===== src/rtl/fan_tach_meter.sv =====
module fan_tach_meter #(
  parameter int CNT_W   = 20,
  parameter int MAX_EXP = 11,
  parameter int EXP_W   = 4
) (
  input  logic             clk,
  input  logic             rst_n,
  input  logic             tach_in,
  input  logic             enable,
  input  logic [1:0]       deb_sel,
  input  logic [1:0]       edge_mode,
  input  logic [EXP_W-1:0] div_exp,
  input  logic [CNT_W-1:0] threshold,
  input  logic             inv_limit,
  input  logic             irq_en,
  input  logic             upd_clr,
  input  logic             irq_clr,
  output logic [CNT_W-1:0] meas_value,
  output logic             upd_flag,
  output logic             full_flag,
  output logic             raw_level,
  output logic             deb_level,
  output logic             irq_flag
);
  localparam int PRE_W = 2 * MAX_EXP;
  localparam logic [CNT_W-1:0] MAXV = {CNT_W{1'b1}};
  localparam logic [EXP_W-1:0] EXP_CAP = EXP_W'(MAX_EXP);

  logic s1, s2, deb, deb_q, armed;
  logic [1:0] stab;
  logic [PRE_W-1:0] pre;
  logic [CNT_W-1:0] cnt;

  wire [1:0] deb_len = 2'd3 - deb_sel;
  wire [EXP_W-1:0] n_eff = (div_exp > EXP_CAP) ? EXP_CAP : div_exp;
  wire [PRE_W-1:0] pre_top = (PRE_W'(1) << {n_eff, 1'b0}) - PRE_W'(1);
  wire tick = (pre == pre_top);
  wire rise = deb & ~deb_q;
  wire fall = ~deb & deb_q;
  wire qual = (edge_mode == 2'd0) ? fall : (edge_mode == 2'd1) ? rise : (rise | fall);
  wire [CNT_W-1:0] nxt = (cnt == MAXV) ? MAXV : cnt + {{(CNT_W-1){1'b0}}, tick};
  wire stall = (cnt != MAXV) && (nxt == MAXV);
  wire latch = enable && armed && (qual || stall);
  wire hit = (|threshold) && (inv_limit ? (nxt < threshold) : (nxt > threshold));

  assign raw_level = s2;
  assign deb_level = deb;

  always_ff @(posedge clk or negedge rst_n) begin
    if (!rst_n) begin
      s1 <= 1'b0; s2 <= 1'b0; deb <= 1'b0; deb_q <= 1'b0; stab <= 2'd0;
    end else begin
      s1 <= tach_in;
      s2 <= s1;
      deb_q <= deb;
      if (s2 == deb) stab <= 2'd0;
      else if (stab >= deb_len) begin
        deb  <= s2;
        stab <= 2'd0;
      end else stab <= stab + 2'd1;
    end
  end

  always_ff @(posedge clk or negedge rst_n) begin
    if (!rst_n) begin
      pre <= '0; cnt <= '0; armed <= 1'b0; full_flag <= 1'b0;
      meas_value <= '0; upd_flag <= 1'b0; irq_flag <= 1'b0;
    end else begin
      upd_flag <= latch | (upd_flag & ~upd_clr);
      irq_flag <= (latch & hit & irq_en) | (irq_flag & ~irq_clr);
      if (!enable) begin
        pre <= '0; cnt <= '0; armed <= 1'b0; full_flag <= 1'b0;
      end else begin
        if (latch) begin
          meas_value <= nxt;
          full_flag  <= 1'b1;
        end
        if (qual) begin
          pre <= '0; cnt <= '0; armed <= 1'b1;
        end else if (armed) begin
          pre <= tick ? '0 : pre + PRE_W'(1);
          cnt <= nxt;
        end
      end
    end
  end

  AST_DEB_SRC: assert property (@(posedge clk) disable iff (!rst_n)
    !$stable(deb_level) |-> deb_level == $past(raw_level));
  AST_VALUE_ON_CAPTURE: assert property (@(posedge clk) disable iff (!rst_n)
    !$stable(meas_value) |-> upd_flag);
  AST_FULL_RISE: assert property (@(posedge clk) disable iff (!rst_n)
    $rose(full_flag) |-> upd_flag);
  AST_FULL_OFF: assert property (@(posedge clk) disable iff (!rst_n)
    !enable |=> !full_flag);
  AST_IRQ_GATE: assert property (@(posedge clk) disable iff (!rst_n)
    $rose(irq_flag) |-> ($past(irq_en) && upd_flag));
  AST_UPD_CLEAR: assert property (@(posedge clk) disable iff (!rst_n)
    (upd_clr && !latch) |=> !upd_flag);
endmodule


===== config.mk =====
export PLATFORM = sky130hd
export DESIGN_NAME = fan_tach_meter
export DESIGN_NICKNAME = d
export VERILOG_FILES = /design/src/rtl/fan_tach_meter.sv
export SDC_FILE = /design/constraint.sdc
export NUM_CORES = 1
export LEC_CHECK = 0
export BUFFER_PORTS_ARGS = -buffer_cell sky130_fd_sc_hd__buf_2
export CELL_PAD_IN_SITES_DETAIL_PLACEMENT = 1
export CELL_PAD_IN_SITES_GLOBAL_PLACEMENT = 2
export CORE_ASPECT_RATIO = 2
export CORE_UTILIZATION = 35
export DETAILED_ROUTE_END_ITERATION = 10
export GPL_TIMING_DRIVEN = 1
export PLACE_DENSITY = 0.8
export REMOVE_ABC_BUFFERS = 1
export SETUP_SLACK_MARGIN = 0.1
export SLEW_MARGIN = 5
export SYNTH_ARGS = -nofsm -noshare
export SYNTH_HDL_FRONTEND = slang
export SYNTH_SLANG_ARGS = --single-unit
export TNS_END_PERCENT = 10

===== constraint.sdc =====
create_clock -name clk -period 9.4 [get_ports clk]
set_clock_uncertainty 0.05 [all_clocks]
set_input_delay 1.88 -clock clk [delete_from_list [all_inputs] [get_ports clk]]
set_output_delay 1.88 -clock clk [all_outputs]
set_load 0.05 [all_outputs]

==> flow_summary_export.csv <==
group,metric,value,unit
timing,worst-slew-pin-transition,971,ps
timing,final.min_clock_period,7760,ps
yosys,async_reset_ff_share,100,%
final_layout,layout-area-overhead-vs-synth,14.5,%
placed_design,quantity_of_i_o_buffers_inserted_on_ports,60,
routing,met2RoutedLength,8.88,mm
routing,m1WireLength,5.39,mm
critical_path,timing.critical_path.from_type,"primary input",
yosys,yosys_warnings,0,
timing,setup-tns-final,0,ps
final_layout,final.fill_count,1690,
clock_network,clock_sink_count,72,
timing,hold-worst-slack,298,ps
global_route,grt_pass1_vias,4908,
yosys,synth_enable_flop_cells,0,
floorplan,start_util,35.9,%
timing,maxClockFrequency,129,MHz
critical_path,cp_data_required_time,9580,ps
hold_path,worst_hold_startpoint,"s1",
global_route,antenna_found_initial,0,
floorplan,floorplan.die_area,14800,sq um
global_route,gr-usage-all-layers,22.0,%
final_layout,most_frequent_cells_in_the_layout,"72 x sky130_fd_sc_hd__dfrtp_1, 68 x sky130_fd_sc_hd__nand2_1, 59 x sky130_fd_sc_hd__buf_2",
critical_path,r2r-start,"pre[9]",
routing,drt-total-wl,15.3,mm
critical_path,critical_path_peak_fanout,29,
clock_network,tritoncts,"done",
timing,slew-limit-headroom,35.3,%
clock_network,clk_path_buf_depth,2,
floorplan,design.portCount,61,
placed_design,finalWeightedCongestion,0.829,
routing,first_iter_violations,97,
routing,via_count,4467,
routing,routed.top_layer,"met4",
clock_network,cts-root-buf,"sky130_fd_sc_hd__clkbuf_16",
final_layout,drive_above_1_share,18.6,%
clock_network,clock_latency,350,ps
clock_network,cts_post_setup_buffers_inserted,0,
timing,report.final.hold_viol_count,0,
critical_path,critical_path_arrival,7940,ps
timing,grt_setup_unrepaired,"no",
clock_network,cts_h_tree_depth,3,
floorplan,die_height,171,microns
routing,drt_first_pass_iters,4,
run_status,outcome,"complete, no violations",
power,leakagePower,2.67,nW
timing,period_share,82.5,%
routing,per_cell_routed_wire_length,19.2,microns
final_layout,most_common_library_cell_in_the_layout_ignoring_fill_and_taps,"sky130_fd_sc_hd__dfrtp_1",
final_layout,sequential_cell_area,1800,sq um
timing,number_of_failing_setup_endpoints_in_the_final_timing_report,0,
final_layout,fin_util,41.1,%
critical_path,timing.critical_path.from,"div_exp[3]",
final_layout,multi_input_area,2920,sq um
critical_path,endpoint_kind,"flip-flop",
final_layout,nets,666,
routing,drc_viols,0,
clock_network,cts_repair_resize_count,0,
yosys,synth_area,4990,sq um
placed_design,hpwlAfterDp,11.8,mm
yosys,yosys.cell_types.count,66,
floorplan,die_span_in_x,86.4,microns
floorplan,rows,61,
yosys,synth-seq-area-share,36.1,%
global_route,grt_first_pass_wirelength,24.7,mm
routing,ant_nets,0,
power,vdd.ir_drop.worst,0.0854,mV
clock_network,clock_transition_at_path_regs,60,ps
critical_path,worstSetupPathType,"in -> reg",
yosys,mean_area_per_synthesized_cell,8.92,sq um
critical_path,timing.reg2reg.setup_slack,3930,ps
final_layout,antenna-diode-count,0,
critical_path,reg2reg_depth,21,
timing,slew_viol_final,0,
global_route,grt_overflow_total,0,
clock_network,postCtsHoldBufs,0,
routing,route.met3.wl,325,microns
hold_path,hp-class,"reg -> reg",
global_route,largest_net_degree_at_the_start_of_global_routing,73,
floorplan,core,13900,sq um
yosys,yosys_most_used_dff,"sky130_fd_sc_hd__dfrtp_1",
yosys,ffs_latches_synth,72,
yosys,netlist_instances,559,
hold_path,hold-path-cell-count,0,
power,pwrdens,169,nW/um^2
clock_network,number_of_clock_buffers_inserted_by_tritoncts,9,
flow_run,max_cap_violations,0,
routing,avgViaCountPerCell,5.61,
==> sequential cells by signal (all words and copies together) (netlist names) <==
register / flops
pre: 22
cnt: 20
meas_value: 20
stab: 2
armed: 1
deb_level: 1
deb_q: 1
full_flag: 1
irq_flag: 1
raw_level: 1
s1: 1
upd_flag: 1
==> worst paths after layout <==
path,endpoint
min reg2reg,raw_level
min,raw_level
max,irq_flag
max in group asynchronous,pre[20]
min in group asynchronous,meas_value[7]
max reg2reg,irq_flag
==> per-stage QoR <==
step	cells	power, mW	setup WS (ps)	instance area, sq um
2_1_floorplan	527	0.551	2360	4850
3_3_place_gp	780	0.633	1570	5430
3_5_place_dp	780	0.643	1310	5430
4_1_cts	796	0.981	1670	5710
5_1_grt	796	1.01	1070	5710
6_report	796	0.967	1640	5710
==> final cells by class <==
cell class	count	area share [%]
multi-input cells	418	51.1
flip-flops and latches	72	31.6
repair buffers	64	5.83
clock buffers	10	4.19
well taps	189	4.14
inverters	37	2.43
clock inverters	6	0.745
==> report_power, final <==
group / internal [mW] / switching (mW) / leakage (nW)
combinational: 0.0819 / 0.188 / 1.56
sequential: 0.340 / 0.0225 / 0.978
clock: 0.187 / 0.148 / 0.135
==> cell usage after synthesis (all sizes together), types with 3 or more instances <==
cell,n,area share (%)
xor2,16,2.8
and4,3,0.53
or3,9,1.1
clkbuf,27,2.0
buf,5,0.73
a31oi,13,1.6
nand4b,4,0.70
nor2,26,2.1
inv,37,2.8
nand3,32,3.2
o21a,5,0.75
nor3b,3,0.45
a22o,23,4.0
mux2i,5,1.0
a21oi,18,1.8
nor2b,3,0.38
or2,7,0.88
nor4,11,1.4
nand2,68,5.1
dfrtp,72,36
o2bb2ai,3,0.53
ha,28,7.0
a31o,4,0.70
and2,6,0.75
mux2,14,3.8
o21ai,16,1.6
o22ai,6,0.75
xnor2,12,2.1
nor3,9,1.1
a21o,4,0.60
nand4,14,2.1
nand2b,5,0.63
and3,10,1.3
o311ai,3,0.53
o22a,7,1.2
==> layer usage <==
layer	track usage (%)	vias up
met3	3.18	37
met5	0	-
met4	11.5	0
li1	-	2120
met1	20.5	2232
met2	44.2	78
==> critical path, cell delays in order <==
cell                        delay [ps]
sky130_fd_sc_hd__buf_2             250
sky130_fd_sc_hd__or4_1             620
sky130_fd_sc_hd__ha_1              400
sky130_fd_sc_hd__xor2_1            230
sky130_fd_sc_hd__or3_1             320
sky130_fd_sc_hd__a2111oi_0         400
sky130_fd_sc_hd__o2111ai_1         170
sky130_fd_sc_hd__nor4_1            350
sky130_fd_sc_hd__ha_1              240
sky130_fd_sc_hd__ha_1              270
sky130_fd_sc_hd__nand3_1           180
sky130_fd_sc_hd__nor2_4            220
sky130_fd_sc_hd__nand3_1           130
sky130_fd_sc_hd__xor2_1            150
sky130_fd_sc_hd__nand2_1           110
sky130_fd_sc_hd__ha_1              350
sky130_fd_sc_hd__nand4_1           120
sky130_fd_sc_hd__nor4_1            350
sky130_fd_sc_hd__nor3b_1           320
sky130_fd_sc_hd__a221oi_1          120
sky130_fd_sc_hd__o211ai_1          130
sky130_fd_sc_hd__mux2_2            360
sky130_fd_sc_hd__a32o_1            240
==> cell families after synthesis <==
kind of cell    count (synthesis)  synth area share (%)
simple gates                  219                  23.3
flops                          72                  36.1
buf+inv                        69                  5.54
compound gates                124                  18.3
fa+ha+maj                      28                  7.02
xor+xnor                       28                  4.92
mux                            19                  4.84
(Power assumes the default switching activity.)
